$ cat config.mk
export PLATFORM = sky130hd
export DESIGN_NAME = pci_cfg_wr_seq
export DESIGN_NICKNAME = d
export VERILOG_FILES = /design/src/rtl/pci_cfg_wr_seq.sv
export SDC_FILE = /design/constraint.sdc
export NUM_CORES = 1
export LEC_CHECK = 0
export BUFFER_PORTS_ARGS = -buffer_cell sky130_fd_sc_hd__buf_2
export CAP_MARGIN = 15
export CORE_MARGIN = 1.5
export CORE_UTILIZATION = 55
export CTS_CLUSTER_DIAMETER = 80
export DETAILED_ROUTE_END_ITERATION = 16
export PLACE_DENSITY = 0.85
export RECOVER_POWER = 25
export SLEW_MARGIN = 20
export SYNTH_ARGS = -nofsm -noshare
export SYNTH_HDL_FRONTEND = slang
export SYNTH_SLANG_ARGS = --single-unit
$ cat constraint.sdc
create_clock -name clk -period 4 [get_ports clk]
set_input_delay 0.8 -clock clk [delete_from_list [all_inputs] [get_ports clk]]
set_output_delay 0.8 -clock clk [all_outputs]
set_load 0.005 [all_outputs]
$ cat src/rtl/pci_cfg_wr_seq.sv
module pci_cfg_wr_seq #(
  parameter int KEY_W = 8
) (
  input  logic             clk,
  input  logic             rst_n,
  input  logic [KEY_W-1:0] cfg_key,
  input  logic             host_req,
  input  logic [15:2]      host_addr,
  input  logic [7:0]       host_be,
  input  logic [63:0]      host_data,
  output logic             host_rdy,
  output logic             frame_n,
  output logic             irdy_n,
  input  logic             trdy_n,
  output logic [3:0]       cbe_n,
  output logic [31:0]      ad_out,
  output logic             ad_oe
);

  typedef enum logic [1:0] {S_IDLE, S_ADDR, S_DATA, S_DONE} st_t;

  st_t         st;
  logic [3:0]  dev_q;
  logic [7:2]  reg_q;
  logic [7:0]  be_q;
  logic [63:0] data_q;

  wire hit = host_req && (|cfg_key) && (host_addr[15:12] == 4'hC) && (|host_addr[11:8]);

  always_ff @(posedge clk or negedge rst_n) begin
    if (!rst_n) begin
      st     <= S_IDLE;
      dev_q  <= '0;
      reg_q  <= '0;
      be_q   <= '0;
      data_q <= '0;
    end else begin
      case (st)
        S_IDLE: if (hit) begin
          st     <= S_ADDR;
          dev_q  <= host_addr[11:8];
          reg_q  <= host_addr[7:2];
          be_q   <= host_be;
          data_q <= host_data;
        end
        S_ADDR: st <= S_DATA;
        S_DATA: if (!trdy_n) st <= S_DONE;
        default: st <= S_IDLE;
      endcase
    end
  end

  wire [14:0] idsel     = 15'd1 << (dev_q - 4'd1);
  wire [31:0] addr_word = {idsel, 9'd0, reg_q, 2'b00};
  wire [31:0] data_word = reg_q[2] ? data_q[63:32] : data_q[31:0];
  wire [3:0]  be_word   = reg_q[2] ? be_q[7:4] : be_q[3:0];

  assign frame_n  = (st != S_ADDR);
  assign irdy_n   = (st != S_DATA);
  assign host_rdy = (st == S_DONE);
  assign ad_oe    = (st == S_ADDR) || (st == S_DATA);
  assign ad_out   = (st == S_ADDR) ? addr_word : (st == S_DATA) ? data_word : 32'd0;
  assign cbe_n    = (st == S_ADDR) ? 4'b1011 : (st == S_DATA) ? ~be_word : 4'hF;

  a_r1_zero_key_quiet: assert property (@(posedge clk) disable iff (!rst_n)
    (frame_n && irdy_n && !host_rdy && host_req && cfg_key == '0) |=> frame_n);

  a_r3_onehot_idsel: assert property (@(posedge clk) disable iff (!rst_n)
    !frame_n |-> (ad_oe && $countones(ad_out[31:17]) == 1 && ad_out[1:0] == 2'b00));

  a_r4_frame_single: assert property (@(posedge clk) disable iff (!rst_n)
    !frame_n |=> (frame_n && !irdy_n));

  a_r4_cfg_cmd: assert property (@(posedge clk) disable iff (!rst_n)
    !frame_n |-> cbe_n == 4'b1011);

  a_r6_irdy_hold: assert property (@(posedge clk) disable iff (!rst_n)
    (!irdy_n && trdy_n) |=> (!irdy_n && ad_oe));

  a_r7_rdy_pulse: assert property (@(posedge clk) disable iff (!rst_n)
    host_rdy |=> !host_rdy);

  a_r7_rdy_after_trdy: assert property (@(posedge clk) disable iff (!rst_n)
    host_rdy |-> ($past(!irdy_n && !trdy_n) && !ad_oe && irdy_n));

endmodule

==> summary.txt, run 1 <==
Clock network
  • Longest Clk Path Bufs: 2
  • Clk_lat worst skew: around 350 ps
  • Sink Count: 84
  • Post-CTS Setup Bufs: 0
  • H-tree levels: 3
  • TritonCTS buffer count: 9
  • TritonCTS clock tree: done
  • Clock slew at reported path FFs: approximately 80 ps
  • Post-CTS resize count: 0
  • CTS hold repair buffers: 0
  • Clk root buf: clkbuf_8

Yosys
  • Post-synth EDFFs: 0
  • Mean Syn Cell Area: between 10 and 15 µm²
  • Post-synthesis cell count: ~310
  • Seq/Total Area, Yosys: roughly 48%
  • Cell variety after synth: 30
  • Yosys warnings: 0
  • Synth area leader: dfrtp_1
  • Top cells by area, synth: dfrtp_1, mux2_4, mux2i_1
  • Synth Cell Area: 4362 µm²
  • Synth top area share: about 48%
  • Synth top cells by count: dfrtp_1, mux2_4, mux2i_1, nor2_1, o21ai_0
  • Synth Net Count: 413
  • Dominant synthesized flop cell: dfrtp_1
  • Async S/R FF share, synth: 100.0%
  • Yosys reg bits: 84
  • Count leader, synth: dfrtp_1

Critical path
  • Critical path, cell by cell: inv_1 > ha_1 > nand2_1 > buf_4 > o21ai_0 > buf_2
  • Critical path launch point type: flip-flop
  • Critical path class: reg2out
  • Worst EP arrival: ~2300 ps
  • Endpoint type of the worst setup path: output port
  • CP max stage cell: dfrtp_1
  • CP peak stage delay: about 430 ps
  • Critical Path Fanout Max: 17
  • Crit path required time: between 3000 and 4000 ps

Floorplan
  • Die X: 92.05 µm
  • Initial core utilization: between 50% and 60%
  • Row count: 32
  • Core ar.: around 7700 µm²
  • Number of top-level pins: between 100 and 150
  • Die H: between 90 and 100 µm
  • Die area: approximately 8500 µm²

Placement
  • Placed cell area: slightly above 5000 µm²
  • Gpl congestion: about 0.86
  • Number of port buffers: ~140
  • Post-DP HPWL: roughly 6.7 mm

Pwr
  • Leak: about 2.9 nW
  • Total Power Consumption: roughly 3.7 mW
  • Worst IR drop on VDD: roughly 0.31 mV
  • Pwr/cell area: approximately 690 nW/µm²

STA
  • Final Critical Period: around 3100 ps
  • Setup TNS: 0 ps
  • Final setup viols: 0
  • Least-Margin Pin Slew: 2038 ps
  • Final period utilization: 78.16%
  • Max transition margin: -35.85%
  • Slew Viols, Final: 85
  • Clock Skews: 12.56 ps
  • RSZ-0062 raised after global routing: no
  • Final hold vios: 0
  • Max frequency: around 320 MHz

Global route
  • Vias in the first global route: 3,055
  • Initial antenna violation count: 1
  • Grt ovf: 0
  • First-pass GRT wire length: around 15 mm
  • Gr usage total: between 20% and 30%
  • Largest net degree at the start of global routing: 85

Run status
  • Status: complete, but fails checks
  • Violated checks: capacitance limit, slew limit

Final layout
  • Area grow syn2layout: 21.66%
  • Final Core Density: 69.03%
  • Fin area: roughly 5300 µm²
  • Layout cells sized above 1: 55.36%
  • Nets: about 550

Job
  • Max cap viols: 1

Routing
  • Post-route ant nets: 0
  • Via density: ~5.3
  • Wire per inst: between 15 and 20 µm
  • Initial DRC Count: roughly 170
  • Post-Route WL: between 9 and 10 mm
  • Number of remaining DRC errors: 0
  • DR pass1 iterations: 4
  • DR vias: 2,914

Worst hold path
  • Hold Path Class: reg2reg
[state kept, by name, summed over array words and instances (netlist names)]
signal,cells
be_q,8
data_q,64
dev_q,4
reg_q,6
st,2
[per-layer routing]
| layer | global-route usage [%] | routed length (µm) | up-vias |
|---|---|---|---|
| met5 | 0 | 0 | - |
| met4 | 7.308 | 137 | 0 |
| met3 | 4.312 | 377 | 11 |
| met2 | 39.14 | 4758 | 83 |
| met1 | 30.55 | 4181 | 1448 |
| li1 | - | - | 1372 |
[critical path: cells and delay by family (launching register included)]
family / cells / cell delay, ps
and+or+nand+nor: 1 / 410
AOI/OAI and AO/OA: 1 / 200
adders and majority gates: 1 / 360
DFF: 1 / 430
buffers and inverters: 3 / 580
[where the power goes]
part | leakage [nW] | internal [mW] | switching (mW)
sequential | 1.08 | 1.24 | 0.339
combinational | 1.68 | 0.901 | 0.535
clock | 0.107 | 0.369 | 0.294
[cell type report]
cell class | instances | area (µm²)
clock inverter | 4 | 72.57
fill | 563 | 2381
timing repair buffer | 142 | 735.7
clock buffer | 12 | 145.1
inverter | 7 | 26.28
multi-input combinational | 199 | 2093
antenna | 1 | 2.502
tap | 102 | 127.6
sequential | 84 | 2103
[path summary, 6_finish.rpt]
path	startpoint	end	slack, ps	depth (start not counted)
max	st[0]$_DFFE_PN0P_	ad_out[7]	870	6
min	data_q[11]$_DFFE_PN0P_	data_q[11]$_DFFE_PN0P_	510	1
max reg2reg	st[0]$_DFFE_PN0P_	reg_q[6]$_DFFE_PN0P_	2160	5
min reg2reg	data_q[11]$_DFFE_PN0P_	data_q[11]$_DFFE_PN0P_	510	1
max in group asynchronous	rst_n	reg_q[2]$_DFFE_PN0P_	1650	1
min in group asynchronous	rst_n	data_q[61]$_DFFE_PN0P_	1010	1
[logic make-up (layout without fill, tap and decap cells)]
logic type                 count (synthesis)  count (layout)  synth area share [%]
AOI/OAI and AO/OA                         28              28                 4.274
and+or+nand+nor                           47              47                 5.680
adders and majority gates                  4               4                 1.147
other                                      0               1                     0
xor gates and xnor gates                   1               1                0.2008
buffers and inverters                     28             165                 3.815
DFF                                       84              84                 48.19
muxes                                    119             119                 36.69
[layout by cell type, fill, tap and decap left out, drive strengths merged, types with 2 or more instances in the layout]
master,count
mux2i,32
o21ai,12
clkbuf,13
nor2,16
nand2b,2
mux2,87
nor4,3
ha,4
nand3,7
nand2,12
inv,7
nand3b,2
nand4,2
o22ai,10
bufinv,2
dfrtp,84
buf,141
[per-stage QoR]
| stage | instances | worst slack (ps) | hold WS [ps] |
|---|---|---|---|
| 4_1_cts | 550 | 878.7 | 515.1 |
| 3_5_place_dp | 534 | 1254 | 491.8 |
| 5_1_grt | 550 | 666.3 | 522.1 |
| 6_report | 551 | 873.6 | 512.3 |
| 3_3_place_gp | 534 | 1304 | 486.0 |
| 2_1_floorplan | 311 | 1760 | 475.7 |
Note: power is estimated with default switching activity, not from simulation.
==> run 2: changes to the inputs <==
CORE_UTILIZATION = 46   (was 55)
PLACE_DENSITY = 0.76   (was 0.85)
clock period = 2.86 ns   (was 4 ns; I/O delays follow)
==> summary.txt, run 2 (synthesized netlist as in run 1, its figures left out) <==
Clock network
  • Longest Clk Path Bufs: 2 (unchanged)
  • TritonCTS buffer count: 9 (unchanged)
  • Clock slew at reported path FFs: 90 ps (about the same)
  • Clk root buf: clkbuf_8
  • TritonCTS clock tree: done
  • H-tree levels: 3 (unchanged)
  • Sink Count: 84 (unchanged)
  • Post-CTS Setup Bufs: 0 (unchanged)
  • CTS hold repair buffers: 0 (unchanged)
  • Clk_lat worst skew: 350 ps (about the same)
  • Post-CTS resize count: 0 (unchanged)

Final layout
  • Layout cells sized above 1: 56.17% (+0.81 points)
  • Max reg flops: 64 (unchanged)
  • Fin area: 5350 µm² (+0.83%)
  • Final Core Density: 58.18% (-11 points)
  • Top flop regs: data_q (64), be_q (8), reg_q (6)
  • Reg with most FFs: data_q
  • Area grow syn2layout: 22.66%
  • Fill count: 754 (+34%)
  • Most common cell after layout, fill and taps aside: buf_2
  • Nets: 551 (+1.1%)
  • Post-Layout Cell Count: 565 (+2.5%)
  • # diodes: 0 (-1)
  • Commonest non-fill, non-tap cells in the layout: buf_2, dfrtp_1, mux2_4

Placement
  • Number of port buffers: 137 (unchanged)
  • Gpl congestion: 0.8619 (+0.57%)
  • Total placed cells including tap cells: 549 (+2.8%)
  • Pre-CTS WS: 507.7 ps (-746.0 ps)
  • Placed cell area: 5170 µm² (+1.6%)
  • Post-DP HPWL: 7.126 mm (+6.5%)

Routing
  • DR vias: 2,973 (+2.0%)
  • Initial DRC Count: 162 (-5.3%)
  • Wire per inst: 17.11 µm (-0.28%)
  • Post-route ant nets: 0 (unchanged)
  • DR pass1 iterations: 4 (unchanged)
  • Via density: 5.262 (-0.50%)
  • Number of remaining DRC errors: 0 (unchanged)
  • Post-Route WL: 9.668 mm (+2.3%)

Critical path
  • Worst EP arrival: 2000 ps (-330 ps)
  • Critical Path Fanout Max: 6 (-11)
  • Critical path class: reg2out
  • Critical path launch point type: flip-flop
  • Crit path required time: 2290 ps (-910 ps)
  • Endpoint type of the worst setup path: output port

Global route
  • Grt ovf: 0 (unchanged)
  • Initial antenna violation count: 0 (-1)
  • Vias in the first global route: 3,092 (+1.2%)
  • Gr usage total: 20.10% (-3.2 points)
  • First-pass GRT wire length: 15.65 mm (+2.7%)
  • Largest net degree at the start of global routing: 35 (-59%)

Pwr
  • Worst IR drop on VDD: 0.3903 mV (+25%)
  • Total Power Consumption: 5.017 mW (+37%)
  • Leak: 2.880 nW (+0.58%)
  • Pwr/cell area: 937.7 nW/µm² (+35%)

Floorplan
  • Die X: 100.4 µm (+9.0%)
  • Die area: 10,080 µm² (+19%)
  • Row count: 35 (+9.4%)
  • Number of top-level pins: 138 (unchanged)
  • Initial core utilization: 47.43% (-9.3 points)
  • Core ar.: 9196 µm² (+20%)
  • Die H: 100.4 µm (+9.0%)

Job
  • Max cap viols: 1 (unchanged)

STA
  • Final WS setup: 286.4 ps (-587.2 ps)
  • Hold_ws: 446.1 ps (-66.23 ps)
  • Final period utilization: 89.99%
  • Least-Margin Pin Slew: 1777 ps (-261.0 ps)
  • Max transition margin: -18.45% (+17 points)
  • Final hold vios: 0 (unchanged)
  • Slew Viols, Final: 35 (-59%)
  • Max frequency: approximately 390 MHz
  • RSZ-0062 raised after global routing: no
  • Clock Skews: 5.428 ps (-7.130 ps)
  • Final setup viols: 0 (unchanged)
  • Setup TNS: 0 ps (unchanged)
  • Final Critical Period: 2574 ps

Worst hold path
  • Hold Path Class: in2reg

Run status
  • Status: complete, but fails checks
  • Violated checks: capacitance limit, slew limit
[run 2: cell count changes in the layout (fill, tap and decap cells not counted), sizes merged]
cell	delta
diode	-1
buf	+5
clkinvlp	+2
bufinv	-2
clkbuf	-1
clkinv	+1
inv	+1
[run 2: critical path, cell delays in order, from the launching register on]
cell	delay (ps)
dfrtp_1	420
inv_1	90
ha_1	160
inv_1	120
nor2_1	330
nand2_1	130
o32ai_1	220
buf_2	170
[run 2: routing by layer]
layer	GRT usage, %	wire length (µm)
met3	4.944	544
met4	6.284	218
met5	0	0
met1	26.89	4309
met2	32.39	4595
[run 2: report_power, final]
group	leakage [nW]	total, mW	internal (mW)	switching (mW)
registers	1.08	2.14	1.73	0.416
logic	1.71	2.08	1.28	0.807
clock network	0.0851	0.790	0.345	0.445
[run 2: cell type report]
| type | count | area [µm²] | area share, % |
|---|---|---|---|
| tap | 111 | 138.9 | 2.596 |
| multi-input combinational | 199 | 2093 | 39.13 |
| timing repair buffer | 148 | 802.0 | 14.99 |
| clock inverter | 6 | 48.80 | 0.9121 |
| inverter | 7 | 26.28 | 0.4911 |
| clock buffer | 10 | 137.6 | 2.572 |
| sequential | 84 | 2103 | 39.31 |
[run 2: path summary, 6_finish.rpt]
check                                          from                endpoint  slack, ps  cells after the start
max in group asynchronous                     rst_n  data_q[50]$_DFFE_PN0P_        780                      2
worst min register to register  be_q[1]$_DFFE_PN0P_     be_q[1]$_DFFE_PN0P_        510                      1
worst max-delay path              st[1]$_DFFE_PN0P_              ad_out[24]        290                      7
worst min-delay path                  host_data[30]  data_q[30]$_DFFE_PN0P_        450                      2
min in group asynchronous                     rst_n  data_q[26]$_DFFE_PN0P_        680                      1
worst max register to register    st[0]$_DFFE_PN0P_  data_q[46]$_DFFE_PN0P_       1140                      5
==> run 3: changes to the inputs <==
CORE_ASPECT_RATIO = 1.2   (was default)
SLEW_MARGIN = 40   (was 20)
==> summary.txt, run 3 (synthesized netlist as in run 1, its figures left out) <==
Run status
  • Status: completed

Clock network
  • Post-CTS Setup Bufs: 0 (unchanged)
  • CTS hold repair buffers: 0 (unchanged)
  • Clk_lat worst skew: 350 ps (about the same)
  • Clk root buf: clkbuf_8
  • Post-CTS resize count: 0 (unchanged)
  • TritonCTS buffer count: 9 (unchanged)
  • H-tree levels: 3 (unchanged)
  • TritonCTS clock tree: done
  • Sink Count: 84 (unchanged)
  • Longest Clk Path Bufs: 2 (unchanged)
  • Clock slew at reported path FFs: 90 ps (about the same)

Placement
  • Gpl congestion: 0.7564 (-12%)
  • Total placed cells including tap cells: 555 (+1.1%)
  • Number of port buffers: 137 (unchanged)
  • Placed cell area: 5159 µm² (-0.22%)
  • Post-DP HPWL: 6.831 mm (-4.1%)

Final layout
  • Storage element area: 2103 µm² (unchanged)
  • Commonest non-fill, non-tap cells in the layout: buf_2, dfrtp_1, mux2_4
  • Post-Layout Cell Count: 571 (+1.1%)
  • Fin area: 5330 µm² (-0.37%)
  • Nets: 548 (-0.54%)
  • Layout cells sized above 1: 55.88% (-0.29 points)
  • Reg with most FFs: data_q
  • # diodes: 0 (unchanged)
  • Multi-input logic area: 2093 µm² (unchanged)
  • Area grow syn2layout: 22.20%
  • Top flop regs: data_q (64), be_q (8), reg_q (6)
  • Max reg flops: 64 (unchanged)
  • Most common cell after layout, fill and taps aside: buf_2
  • Fill count: 766 (+1.6%)

Floorplan
  • Die X: 91.89 µm (-8.5%)
  • Initial core utilization: 47.78% (+0.35 points)
  • Row count: 38 (+8.6%)
  • Die H: 109.7 µm (+9.3%)
  • Core ar.: 9129 µm² (-0.73%)
  • Number of top-level pins: 138 (unchanged)
  • Die area: 10,080 µm² (about the same)

Routing
  • Post-Route WL: 9.591 mm (-0.80%)
  • Post-route ant nets: 0 (unchanged)
  • DR vias: 2,944 (-0.98%)
  • Initial DRC Count: 156 (-3.7%)
  • Via density: 5.156 (-2.0%)
  • Number of remaining DRC errors: 0 (unchanged)
  • Wire per inst: 16.80 µm (-1.8%)
  • DR pass1 iterations: 4 (unchanged)

STA
  • Final Critical Period: 2631 ps (+57.07 ps)
  • Final setup viols: 0 (unchanged)
  • Final period utilization: 91.98% (+2.0 points)
  • Setup TNS: 0 ps (unchanged)
  • Hold_ws: 441.3 ps (-4.785 ps)
  • RSZ-0062 raised after global routing: no
  • Least-Margin Pin Slew: 1262 ps (-514.3 ps)
  • Final hold vios: 0 (unchanged)
  • Slew Viols, Final: 0 (-100%)
  • Clock Skews: 10.49 ps (+5.062 ps)
  • Max transition margin: 15.84% (+34 points)
  • Max frequency: 380.1 MHz (-2.2%)

Global route
  • Largest net degree at the start of global routing: 60 (+71%)
  • Gr usage total: 20.24% (+0.14 points)
  • Vias in the first global route: 3,236 (+4.7%)
  • Initial antenna violation count: 1 (+1)
  • Grt ovf: 0 (unchanged)
  • First-pass GRT wire length: 15.79 mm (+0.93%)

Critical path
  • Critical path, cell by cell: inv_1 > ha_1 > nand2_1 > buf_4 > o21ai_0 > buf_2
  • CP max stage cell: dfrtp_1
  • Critical path's top delay family: buffers and inverters
  • Crit path required time: 2290 ps (about the same)
  • Worst R2R Setup Slack: 1120 ps (-20 ps)
  • Endpoint type of the worst setup path: output port
  • Critical path class: reg2out
  • Buf/Inv on CP: 3 (unchanged)
  • Worst EP arrival: 2060 ps (+60 ps)
  • Worst R2R End: data_q[13]$_DFFE_PN0P_
  • R2r startpoint: st[0]$_DFFE_PN0P_
  • Critical path launch point type: flip-flop
  • Worst R2R Path Depth: 5 (unchanged)
  • Critical Path Fanout Max: 16 (+10)
  • CP peak stage delay: 440 ps (+20 ps)

Pwr
  • Pwr/cell area: 943.6 nW/µm² (+0.63%)
  • Leak: 2.866 nW (-0.48%)
  • Worst IR drop on VDD: 0.4419 mV (+13%)

Worst hold path
  • Hold_sp: host_data[54]
  • Hold Path Class: in2reg
  • WHS Path Cells: 2 (unchanged)
  • Worst Hold End: data_q[54]$_DFFE_PN0P_

Job
  • Max cap viols: 0 (-1)
-- run 3: how the worst max path moves through the flow --
stage               slack (ps)                      to              start  cells past startpoint
floorplan                  850     be_q[0]$_DFFE_PN0P_      host_addr[12]                      5
global placement           540  data_q[41]$_DFFE_PN0P_       host_addr[9]                      7
detailed placement         510  data_q[46]$_DFFE_PN0P_         cfg_key[1]                      6
CTS                        210              ad_out[18]  st[0]$_DFFE_PN0P_                      6
global route                60              ad_out[24]  st[1]$_DFFE_PN0P_                      7
finish                     230              ad_out[18]  st[0]$_DFFE_PN0P_                      6
-- run 3: area by class of cell --
| cell class | count | share of cell area (%) |
|---|---|---|
| clock buffers | 13 | 3.169 |
| clock inverters | 3 | 0.3756 |
| well taps | 120 | 2.817 |
| inverters | 7 | 0.4930 |
| repair buffers | 145 | 14.41 |
| multi-input cells | 199 | 39.27 |
| flip-flops and latches | 84 | 39.46 |
-- run 3: routing by layer --
metal  global-route usage, %  wire (µm)
met1                   25.22       4149
met2                   33.97       4666
met3                   4.149        553
met4                   9.341        208
met5                       0         12
-- run 3: report_power, final --
group          switching, mW  internal [mW]
Sequential             0.434           1.73
Combinational          0.778           1.28
Clock                  0.421          0.386
-- run 3: metrics by stage --
step | power (mW) | setup WS (ps) | utilization [%]
2_1_floorplan | 3.554 | 848.0 | -
3_3_place_gp | 4.169 | 537.9 | 56.51
3_5_place_dp | 4.244 | 508.7 | 56.51
4_1_cts | 5.076 | 212.6 | 58.58
5_1_grt | 5.363 | 56.79 | 58.39
6_report | 5.029 | 229.3 | 58.39
